===== config.mk =====
export PLATFORM = sky130hd
export DESIGN_NAME = tmr_core
export DESIGN_NICKNAME = d
export VERILOG_FILES = /design/src/rtl/tmr_pkg.sv /design/src/rtl/tmr_edge_sync.sv /design/src/rtl/tmr_write_guard.sv /design/src/rtl/tmr_prescaler.sv /design/src/rtl/tmr_count_unit.sv /design/src/rtl/tmr_core.sv
export SDC_FILE = /design/constraint.sdc
export NUM_CORES = 1
export LEC_CHECK = 0
export BUFFER_PORTS_ARGS = -buffer_cell sky130_fd_sc_hd__buf_2
export CAP_MARGIN = 20
export CORE_ASPECT_RATIO = 1.5
export CORE_MARGIN = 2
export CORE_UTILIZATION = 31
export CTS_BUF_LIST = sky130_fd_sc_hd__clkbuf_4 sky130_fd_sc_hd__clkbuf_8 sky130_fd_sc_hd__clkbuf_16
export CTS_CLUSTER_SIZE = 30
export DETAILED_ROUTE_END_ITERATION = 10
export PLACE_DENSITY_LB_ADDON = 0.15
export SYNTH_ARGS = -nofsm -noshare
export SYNTH_HDL_FRONTEND = slang
export SYNTH_SLANG_ARGS = --single-unit

===== constraint.sdc =====
create_clock -name clk -period 4.5 [get_ports clk]
set_input_delay 0.225 -clock clk [delete_from_list [all_inputs] [get_ports clk]]
set_output_delay 0.225 -clock clk [all_outputs]
set_load 0.01 [all_outputs]

===== src/rtl/tmr_pkg.sv =====
package tmr_pkg;

  localparam int RATE_W = 3;

  typedef struct packed {
    logic                src_ext;
    logic                edge_fall;
    logic                own_wdog;
    logic [RATE_W-1:0]   rate;
  } tmr_ctrl_t;

  localparam int CTRL_W = $bits(tmr_ctrl_t);

  typedef enum logic [1:0] {
    ADDR_COUNT = 2'd0,
    ADDR_CTRL  = 2'd1,
    ADDR_FLAG  = 2'd2,
    ADDR_NONE  = 2'd3
  } tmr_addr_e;

endpackage


===== src/rtl/tmr_edge_sync.sv =====
module tmr_edge_sync #(
  parameter int STAGES = 2
) (
  input  logic clk,
  input  logic rst,
  input  logic pin,
  input  logic fall_sel,
  output logic evt
);

  logic [STAGES-1:0] chain_q;
  logic              last_q;
  logic              synced;

  genvar gi;
  for (gi = 0; gi < STAGES; gi++) begin : g_stage
    if (gi == 0) begin : g_first
      always_ff @(posedge clk) begin
        if (rst) chain_q[gi] <= 1'b0;
        else     chain_q[gi] <= pin;
      end
    end else begin : g_next
      always_ff @(posedge clk) begin
        if (rst) chain_q[gi] <= 1'b0;
        else     chain_q[gi] <= chain_q[gi-1];
      end
    end
  end

  assign synced = chain_q[STAGES-1];

  always_ff @(posedge clk) begin
    if (rst) last_q <= 1'b0;
    else     last_q <= synced;
  end

  assign evt = fall_sel ? (last_q & ~synced) : (synced & ~last_q);

endmodule


===== src/rtl/tmr_write_guard.sv =====
module tmr_write_guard #(
  parameter int HOLD_TICKS = 2
) (
  input  logic clk,
  input  logic rst,
  input  logic load,
  input  logic cyc_tick,
  input  logic src_in,
  output logic src_out,
  output logic busy
);

  localparam int HW = $clog2(HOLD_TICKS + 1);

  logic [HW-1:0] left_q;

  assign busy    = (left_q != '0);
  assign src_out = src_in & ~busy;

  always_ff @(posedge clk) begin
    if (rst)                   left_q <= '0;
    else if (load)             left_q <= HW'(HOLD_TICKS);
    else if (cyc_tick && busy) left_q <= left_q - 1'b1;
  end

endmodule


===== src/rtl/tmr_prescaler.sv =====
module tmr_prescaler #(
  parameter int PRE_W  = 8,
  parameter int RATE_W = 3
) (
  input  logic              clk,
  input  logic              rst,
  input  logic              own_wdog,
  input  logic [RATE_W-1:0] rate,
  input  logic              tmr_src,
  input  logic              wdog_src,
  input  logic              clr,
  output logic              tmr_tick,
  output logic              wdog_pre
);

  localparam int SPAN_W = PRE_W + 1;

  logic [PRE_W-1:0]  pcnt_q;
  logic [PRE_W-1:0]  mask;
  logic [SPAN_W-1:0] span;
  logic              in_tick;
  logic              hit;

  always_comb begin
    if (own_wdog) span = SPAN_W'(1) << rate;
    else          span = SPAN_W'(2) << rate;
    mask = PRE_W'(span - 1'b1);
  end

  assign in_tick  = own_wdog ? wdog_src : tmr_src;
  assign hit      = in_tick && !clr && ((pcnt_q & mask) == mask);
  assign tmr_tick = own_wdog ? tmr_src : hit;
  assign wdog_pre = own_wdog ? hit : wdog_src;

  always_ff @(posedge clk) begin
    if (rst || clr)   pcnt_q <= '0;
    else if (in_tick) pcnt_q <= pcnt_q + 1'b1;
  end

endmodule


===== src/rtl/tmr_count_unit.sv =====
module tmr_count_unit #(
  parameter int CNT_W = 8
) (
  input  logic             clk,
  input  logic             rst,
  input  logic             load,
  input  logic [CNT_W-1:0] load_val,
  input  logic             inc,
  input  logic             flag_clr,
  output logic [CNT_W-1:0] cnt_q,
  output logic             flag_q
);

  logic wrap;

  assign wrap = inc && !load && (cnt_q == '1);

  always_ff @(posedge clk) begin
    if (rst)       cnt_q <= '0;
    else if (load) cnt_q <= load_val;
    else if (inc)  cnt_q <= cnt_q + 1'b1;
  end

  always_ff @(posedge clk) begin
    if (rst)           flag_q <= 1'b0;
    else if (wrap)     flag_q <= 1'b1;
    else if (flag_clr) flag_q <= 1'b0;
  end

endmodule


===== src/rtl/tmr_core.sv =====
module tmr_core
  import tmr_pkg::*;
#(
  parameter int CNT_W       = 8,
  parameter int PRE_W       = 8,
  parameter int SYNC_STAGES = 2,
  parameter int HOLD_TICKS  = 2
) (
  input  logic             clk,
  input  logic             rst,
  input  logic             cyc_tick,
  input  logic             ext_clk_in,
  input  logic             wdog_base_tick,
  input  logic             wdog_clr,
  input  logic             bus_we,
  input  logic [1:0]       bus_addr,
  input  logic [CNT_W-1:0] bus_wdata,
  output logic [CNT_W-1:0] bus_rdata,
  output logic             ovf_flag,
  output logic             wdog_tick
);

  tmr_ctrl_t        ctrl_q;
  logic             wr_cnt, wr_ctrl, wr_flag;
  logic             ext_evt, src_raw, src_ok, guard_busy;
  logic             pre_clr, tmr_tick, wdog_pre;
  logic [CNT_W-1:0] cnt_q;
  logic             flag_q;
  logic [CNT_W-1:0] rd_next;

  assign wr_cnt  = bus_we && (tmr_addr_e'(bus_addr) == ADDR_COUNT);
  assign wr_ctrl = bus_we && (tmr_addr_e'(bus_addr) == ADDR_CTRL);
  assign wr_flag = bus_we && (tmr_addr_e'(bus_addr) == ADDR_FLAG);

  always_ff @(posedge clk) begin
    if (rst)          ctrl_q <= '1;
    else if (wr_ctrl) ctrl_q <= tmr_ctrl_t'(bus_wdata[CTRL_W-1:0]);
  end

  tmr_edge_sync #(.STAGES(SYNC_STAGES)) u_sync (
    .clk      (clk),
    .rst      (rst),
    .pin      (ext_clk_in),
    .fall_sel (ctrl_q.edge_fall),
    .evt      (ext_evt)
  );

  assign src_raw = ctrl_q.src_ext ? ext_evt : cyc_tick;

  tmr_write_guard #(.HOLD_TICKS(HOLD_TICKS)) u_guard (
    .clk      (clk),
    .rst      (rst),
    .load     (wr_cnt),
    .cyc_tick (cyc_tick),
    .src_in   (src_raw),
    .src_out  (src_ok),
    .busy     (guard_busy)
  );

  assign pre_clr = (wr_cnt && !ctrl_q.own_wdog) || (wdog_clr && ctrl_q.own_wdog);

  tmr_prescaler #(.PRE_W(PRE_W), .RATE_W(RATE_W)) u_pre (
    .clk      (clk),
    .rst      (rst),
    .own_wdog (ctrl_q.own_wdog),
    .rate     (ctrl_q.rate),
    .tmr_src  (src_ok),
    .wdog_src (wdog_base_tick),
    .clr      (pre_clr),
    .tmr_tick (tmr_tick),
    .wdog_pre (wdog_pre)
  );

  tmr_count_unit #(.CNT_W(CNT_W)) u_cnt (
    .clk      (clk),
    .rst      (rst),
    .load     (wr_cnt),
    .load_val (bus_wdata),
    .inc      (tmr_tick),
    .flag_clr (wr_flag),
    .cnt_q    (cnt_q),
    .flag_q   (flag_q)
  );

  always_comb begin
    case (tmr_addr_e'(bus_addr))
      ADDR_COUNT: rd_next = cnt_q;
      ADDR_CTRL:  rd_next = CNT_W'(ctrl_q);
      ADDR_FLAG:  rd_next = CNT_W'(flag_q);
      default:    rd_next = '0;
    endcase
  end

  always_ff @(posedge clk) begin
    if (rst) begin
      bus_rdata <= '0;
      wdog_tick <= 1'b0;
    end else begin
      bus_rdata <= rd_next;
      wdog_tick <= wdog_pre;
    end
  end

  assign ovf_flag = flag_q;

endmodule


# Word level (Yosys, flattened, before mapping)
# Index checks and enable logic that the tools add are counted.
[classes]
addsub = 4
n_eq_ne = 4
n_shift = 2
mux = 13
n_bitwise = 7
reduce_logical = 21
[op_table]
columns = ["operator", "count"]
rows = [
  ["2-to-1 mux 8 bit", 3],
  ["case mux 8 bit (3 select lines)", 1],
  ["adder 8 x 1 -> 8 bit, second input constant", 2],
  ["logical AND 1 bit", 10],
  ["AND 8 bit", 1],
  ["== test 8 bit", 1],
  ["== test 8 bit, second input constant", 1],
  ["nonzero test 2 bit", 4],
  ["<< shifter 1 x 3 -> 8 bit, first input constant", 1],
  ["<< shifter 2 x 3 -> 8 bit, first input constant", 1],
  ["subtractor 8 x 1 -> 8 bit, second input constant", 1],
  ["2-to-1 mux 1 bit", 7],
  ["2-to-1 mux 2 bit", 2],
  ["AND 1 bit", 3],
  ["zero test 1 bit", 3],
  ["inverter 1 bit", 3],
  ["== test 2 x 1 -> 1 bit, second input constant", 1],
  ["== test 2 bit, second input constant", 1],
  ["zero test 2 bit", 1],
  ["logical OR 1 bit", 2],
  ["OR reduction 2 bit", 1],
  ["subtractor 2 x 1 -> 2 bit, second input constant", 1],
]
[word_totals]
register_bits = 37
output_inout_bits = 10
wordCells = 65

# Logic depth before layout (Yosys ltp)
[logic_depth]
depth_word = 12
mapped_depth = 14
mapped_depth_nobuf = 11

# Modules after synthesis
# A second synthesis with hierarchy kept.
[hier_totals]
cells_unflattened = 229
hier_area_um2 = 2050.7
[by_module_without_submodules]
columns = ["mod", "instances", "cells_per_inst", "area_per_inst_um2", "seq_area_each_um2"]
rows = [
  ["tmr_prescaler", 1, 91, 714.4, 160.2],
  ["tmr_core", 1, 61, 628.1, 300.3],
  ["tmr_count_unit", 1, 55, 489.2, 180.2],
  ["tmr_write_guard", 1, 13, 117.6, 40.0],
  ["tmr_edge_sync", 1, 9, 101.3, 60.1],
]

# Worst setup path before layout
# Ideal clock, no wire load.
[synth_path]
path_kind = "register to register"
from = "register ctrl_q[0] (netlist bit)"
to = "register u_cnt.cnt_q[0]"
setup_ns = 0.120
arrival_ns = 2.985
required_time_ns = 4.380
slack_ns = 1.395
path_stages_with_launch = 15
cell_sequence = "dfxtp_1 inv_1 ha_1 buf_6 nand2_1 ha_1 buf_4 or3b_1 mux2i_1 a221oi_1 or4_4 o31ai_4 buf_6 nor4b_1 a211o_1"
[synth_between]
elab_chain_cells = 8
[synth_lines]
columns = ["element", "line", "source"]
rows = [
  ["from (decl)", "tmr_core.sv:23", "tmr_ctrl_t ctrl_q;"],
  ["from (signal assigned)", "tmr_core.sv:37", "else if (wr_ctrl) ctrl_q <= tmr_ctrl_t'(bus_wdata[CTRL_W-1:0]);"],
  ["<< shifter 2 x 3 -> 8 bit or << shifter 1 x 3 -> 8 bit (tied branches)", "tmr_prescaler.sv:26, tmr_prescaler.sv:25", ""],
  ["2-to-1 mux 8 bit *", "tmr_prescaler.sv:25", "if (own_wdog) span = SPAN_W'(1) << rate;"],
  ["subtractor 8 x 1 -> 8 bit *", "tmr_prescaler.sv:27", "mask = PRE_W'(span - 1'b1);"],
  ["AND 8 bit", "tmr_prescaler.sv:31", "assign hit = in_tick && !clr && ((pcnt_q & mask) == mask);"],
  ["== test 8 bit *", "tmr_prescaler.sv:31", ""],
  ["logical AND 1 bit *", "tmr_prescaler.sv:31", ""],
  ["2-to-1 mux 1 bit *", "tmr_prescaler.sv:32", "assign tmr_tick = own_wdog ? tmr_src : hit;"],
  ["nonzero test 2 bit (no line) *", "n/a", ""],
  ["to (signal assigned)", "tmr_count_unit.sv:20", "else if (load) cnt_q <= load_val;"],
  ["to (signal assigned)", "tmr_count_unit.sv:21", "else if (inc) cnt_q <= cnt_q + 1'b1;"],
  ["to (decl)", "tmr_count_unit.sv:10", "output logic [CNT_W-1:0] cnt_q,"],
]
# Mark *: on every way between the ends. The rest lies on a longest branch, timed or not.
# A chain may end at the register's enable or synchronous reset.

# Worst setup path in the final report
[layout_path]
from = "register ctrl_q[3] (netlist bit)"
to = "register u_cnt.cnt_q[4]"
[layout_between]
elab_chain_cells = 8
[layout_lines]
columns = ["element", "line"]
rows = [
  ["branches (longest 6 deep; another with subtractor 8 x 1 -> 8 bit)", "n/a"],
  ["2-to-1 mux 1 bit *", "tmr_prescaler.sv:32"],
  ["nonzero test 2 bit (no line) *", "n/a"],
]
# Mark *: on every way between the ends.

==> results.sh <==
export IMPL_syn_inst=237
export IMPL_cts_root_buf="clkbuf_8"
export IMPL_setup_total_negative_slack_ns=0
export IMPL_overflow=0
export IMPL_fin_crit_sh=0.820
export IMPL_drt_total_wl_microns=5070
export IMPL_cts_setup_buffers=0
export IMPL_synthArstFlopShare=0
export IMPL_cts_buffer_depth=2
export IMPL_viasPerCell=5.25
export IMPL_dp_cells=325
export IMPL_synth_nets=260
export IMPL_ys_seq_area_frac=0.368
export IMPL_critPathMostFrequentCell="ha_1"
export IMPL_num_vias=1747
export IMPL_finalNonFillerCells=333
export IMPL_relSlewSlack=0.573
export IMPL_grt_pass1_wl_microns=8660
export IMPL_synth_flop_cell="dfxtp_1"
export IMPL_path_clk_slew_ns=0.08
export IMPL_cp_max_fo=14
export IMPL_place_congestion=0.861
export IMPL_synthDistinctLibCells=49
export IMPL_coreArea_sq_um=6400
export IMPL_die_h_microns=103
export IMPL_most_common_layout_cells="37 x dfxtp_1, 35 x nor2_1, 26 x buf_2"
export IMPL_worst_pin_slew_ns=0.641
export IMPL_cts_buffers=5
export IMPL_grt_pass1_vias=1776
export IMPL_nets=279
export IMPL_syn_area_sq_um=2010
export IMPL_cap_violations=0
export IMPL_status="finished clean"
export IMPL_drive_gt1_frac=0.163
export IMPL_die_w_microns=69.8
export IMPL_diodes=0
export IMPL_initial_core_util=0.315
export IMPL_holdBufCountCts=0
export IMPL_rsz0062_at_grt="no"
export IMPL_fin_util=0.360
export IMPL_cts_htree_levels=2
export IMPL_required_ns=4.66
export IMPL_drtIter0Drc=96
export IMPL_crit_chain="ha_1 > nand2_1 > ha_1 > mux2_1 > a22oi_1 > a221oi_1 > or4_4 > o31ai_4 > nor4bb_1 > a2111oi_1"
export IMPL_setup_viol=0
export IMPL_rows=36
export IMPL_hpwl_microns=3720
export IMPL_synth_edf_count=0
export IMPL_critPathMaxStageDelay_ns=0.59
export IMPL_areaGrowthSynthToFinish_pct=14.3
export IMPL_path_delay_family="simple AND/OR/NAND/NOR gates"
export IMPL_fmax_mhz=271
export IMPL_routedWlPerCell_microns=15.2
export IMPL_ant_nets=0
export IMPL_drc=0
export IMPL_ctsResizeCount=0
export IMPL_startpoint_type="flip-flop"
export IMPL_ys_seq_elements=37
export IMPL_path_buf_inv=0
export IMPL_clkLatencyLatePin_ns=0.29
export IMPL_slowest_stage="o31ai_4"
export IMPL_path_class="reg -> reg"
export IMPL_io_buffers=26
export IMPL_cts_tree="yes"
export IMPL_final_hold_violation_count=0
export IMPL_grt_use_total=0.151
export IMPL_p_leak_nw=0.928
export IMPL_setup_slack_ns=0.810
export IMPL_yosysWarnings=0
export IMPL_p_per_area_nw_per_um2=351
export IMPL_worst_ir_drop_vdd_mv=0.181
export IMPL_fin_area_sq_um=2300
export IMPL_grt_max_degree=28
export IMPL_grt_antenna_before_repair=0
export IMPL_fin_crit_ns=3.69
export IMPL_die_area_sq_um=7170
export IMPL_arrival_ns=3.85
export IMPL_placedInstanceArea_sq_um=2170
export IMPL_hold_class="in -> reg"
export IMPL_endpoint_kind="flip-flop"
export IMPL_pre_cts_ws_ns=0.820
export IMPL_syn_area_per_cell_sq_um=8.50
export IMPL_drtPass1Iterations=4
export IMPL_final_common_cell="dfxtp_1"
export IMPL_cts_sinks=37
export IMPL_slew_viol_final=0
export IMPL_num_io_pins=27
export IMPL_skew_ns=0.00825
[where the power goes]
group          total, mW  internal (mW)  switching [mW]
registers          0.361          0.344          0.0176
clock network      0.349          0.220           0.128
logic             0.0997         0.0441          0.0556
total              0.810          0.608           0.201
[cell usage after synthesis, types with 2 or more instances]
| cell type | n | share of area |
|---|---|---|
| nand2_1 | 16 | 0.030 |
| o21ai_1 | 2 | 0.0050 |
| a31oi_1 | 3 | 0.0093 |
| nor2_1 | 35 | 0.065 |
| nor2b_1 | 7 | 0.022 |
| and3_1 | 4 | 0.012 |
| nand4_1 | 4 | 0.012 |
| dfxtp_1 | 37 | 0.37 |
| o311a_1 | 2 | 0.0099 |
| buf_2 | 2 | 0.0050 |
| a21oi_1 | 10 | 0.025 |
| nor3b_1 | 7 | 0.026 |
| nor3_1 | 4 | 0.0099 |
| mux2i_1 | 10 | 0.050 |
| inv_1 | 7 | 0.013 |
| nand3b_1 | 2 | 0.0075 |
| buf_6 | 2 | 0.011 |
| nand2b_1 | 7 | 0.022 |
| or3b_1 | 3 | 0.013 |
| a22oi_1 | 2 | 0.0075 |
| ha_1 | 6 | 0.037 |
| a211o_1 | 6 | 0.026 |
| clkbuf_1 | 10 | 0.019 |
| o21ai_0 | 6 | 0.015 |
| nor4b_1 | 2 | 0.0087 |
| nand3_1 | 7 | 0.017 |
| and4_1 | 2 | 0.0087 |
| xnor2_1 | 4 | 0.017 |
| xor2_1 | 7 | 0.030 |
| o22ai_1 | 2 | 0.0062 |
[worst register-to-register path: cells and delay by family (launching register included)]
family	cells	cell delay, ns
flip-flops	1	0.43
AO/OA/AOI/OAI	4	0.95
AND/OR/NAND/NOR	3	1.08
adder cells (fa/ha/maj)	2	0.79
multiplexers	1	0.31
[path summary, 6_finish.rpt]
check                                     from                           end  slack, ns  depth (start not counted)
setup / recovery        ctrl_q[3]$_SDFFE_PP1P_   u_cnt.cnt_q[4]$_SDFFE_PP0P_       0.81                         10
hold / removal                      ext_clk_in  u_sync.chain_q[0]$_SDFF_PP0_       0.14                          2
setup reg to reg        ctrl_q[3]$_SDFFE_PP1P_   u_cnt.cnt_q[4]$_SDFFE_PP0P_       0.81                         10
hold reg to reg   u_sync.chain_q[0]$_SDFF_PP0_      u_sync.synced$_SDFF_PP0_       0.44                          1
[metrics by stage]
step                hold slack [ns]  total power [mW]
CTS                           0.129             0.822
finish                        0.136             0.810
detailed placement            0.433             0.470
global route                  0.147             0.844
floorplan                     0.353             0.439
global placement              0.419             0.470
[routing by layer]
metal	vias to the layer above	part of all wire	GRT usage
li1	874	-	-
met5	-	0	0
met1	824	0.42	0.169
met2	38	0.52	0.281
met3	11	0.033	0.0274
met4	0	0.025	0.0636
[kinds of logic after synthesis]
logic type               Yosys count  share of synthesized area
XOR/XNOR                          11                     0.0478
AO/OA/AOI/OAI                     43                      0.154
flip-flops                        37                      0.368
AND/OR/NAND/NOR                  105                      0.279
buffers and inverters             23                     0.0534
adder cells (fa/ha/maj)            6                     0.0373
multiplexers                      12                     0.0609
[sequential cells by signal (all words and copies together), names as in the netlist]
| register | flops |
|---|---|
| wdog_tick | 1 |
| u_sync.chain_q | 1 |
| bus_rdata | 8 |
| ctrl_q | 6 |
| u_cnt.flag_q | 1 |
| u_sync.synced | 1 |
| u_pre.pcnt_q | 8 |
| u_guard.left_q | 2 |
| u_cnt.cnt_q | 8 |
| u_sync.last_q | 1 |
[layout make-up]
class	instances	area [sq um]
multi-input cells	177	1170
well taps	76	95.1
flip-flops and latches	37	741
fillers	710	4090
clock inverters	3	65.1
repair buffers	27	138
clock buffers	5	68.8
inverters	8	30.0
Power figures use the tool's default switching activity.
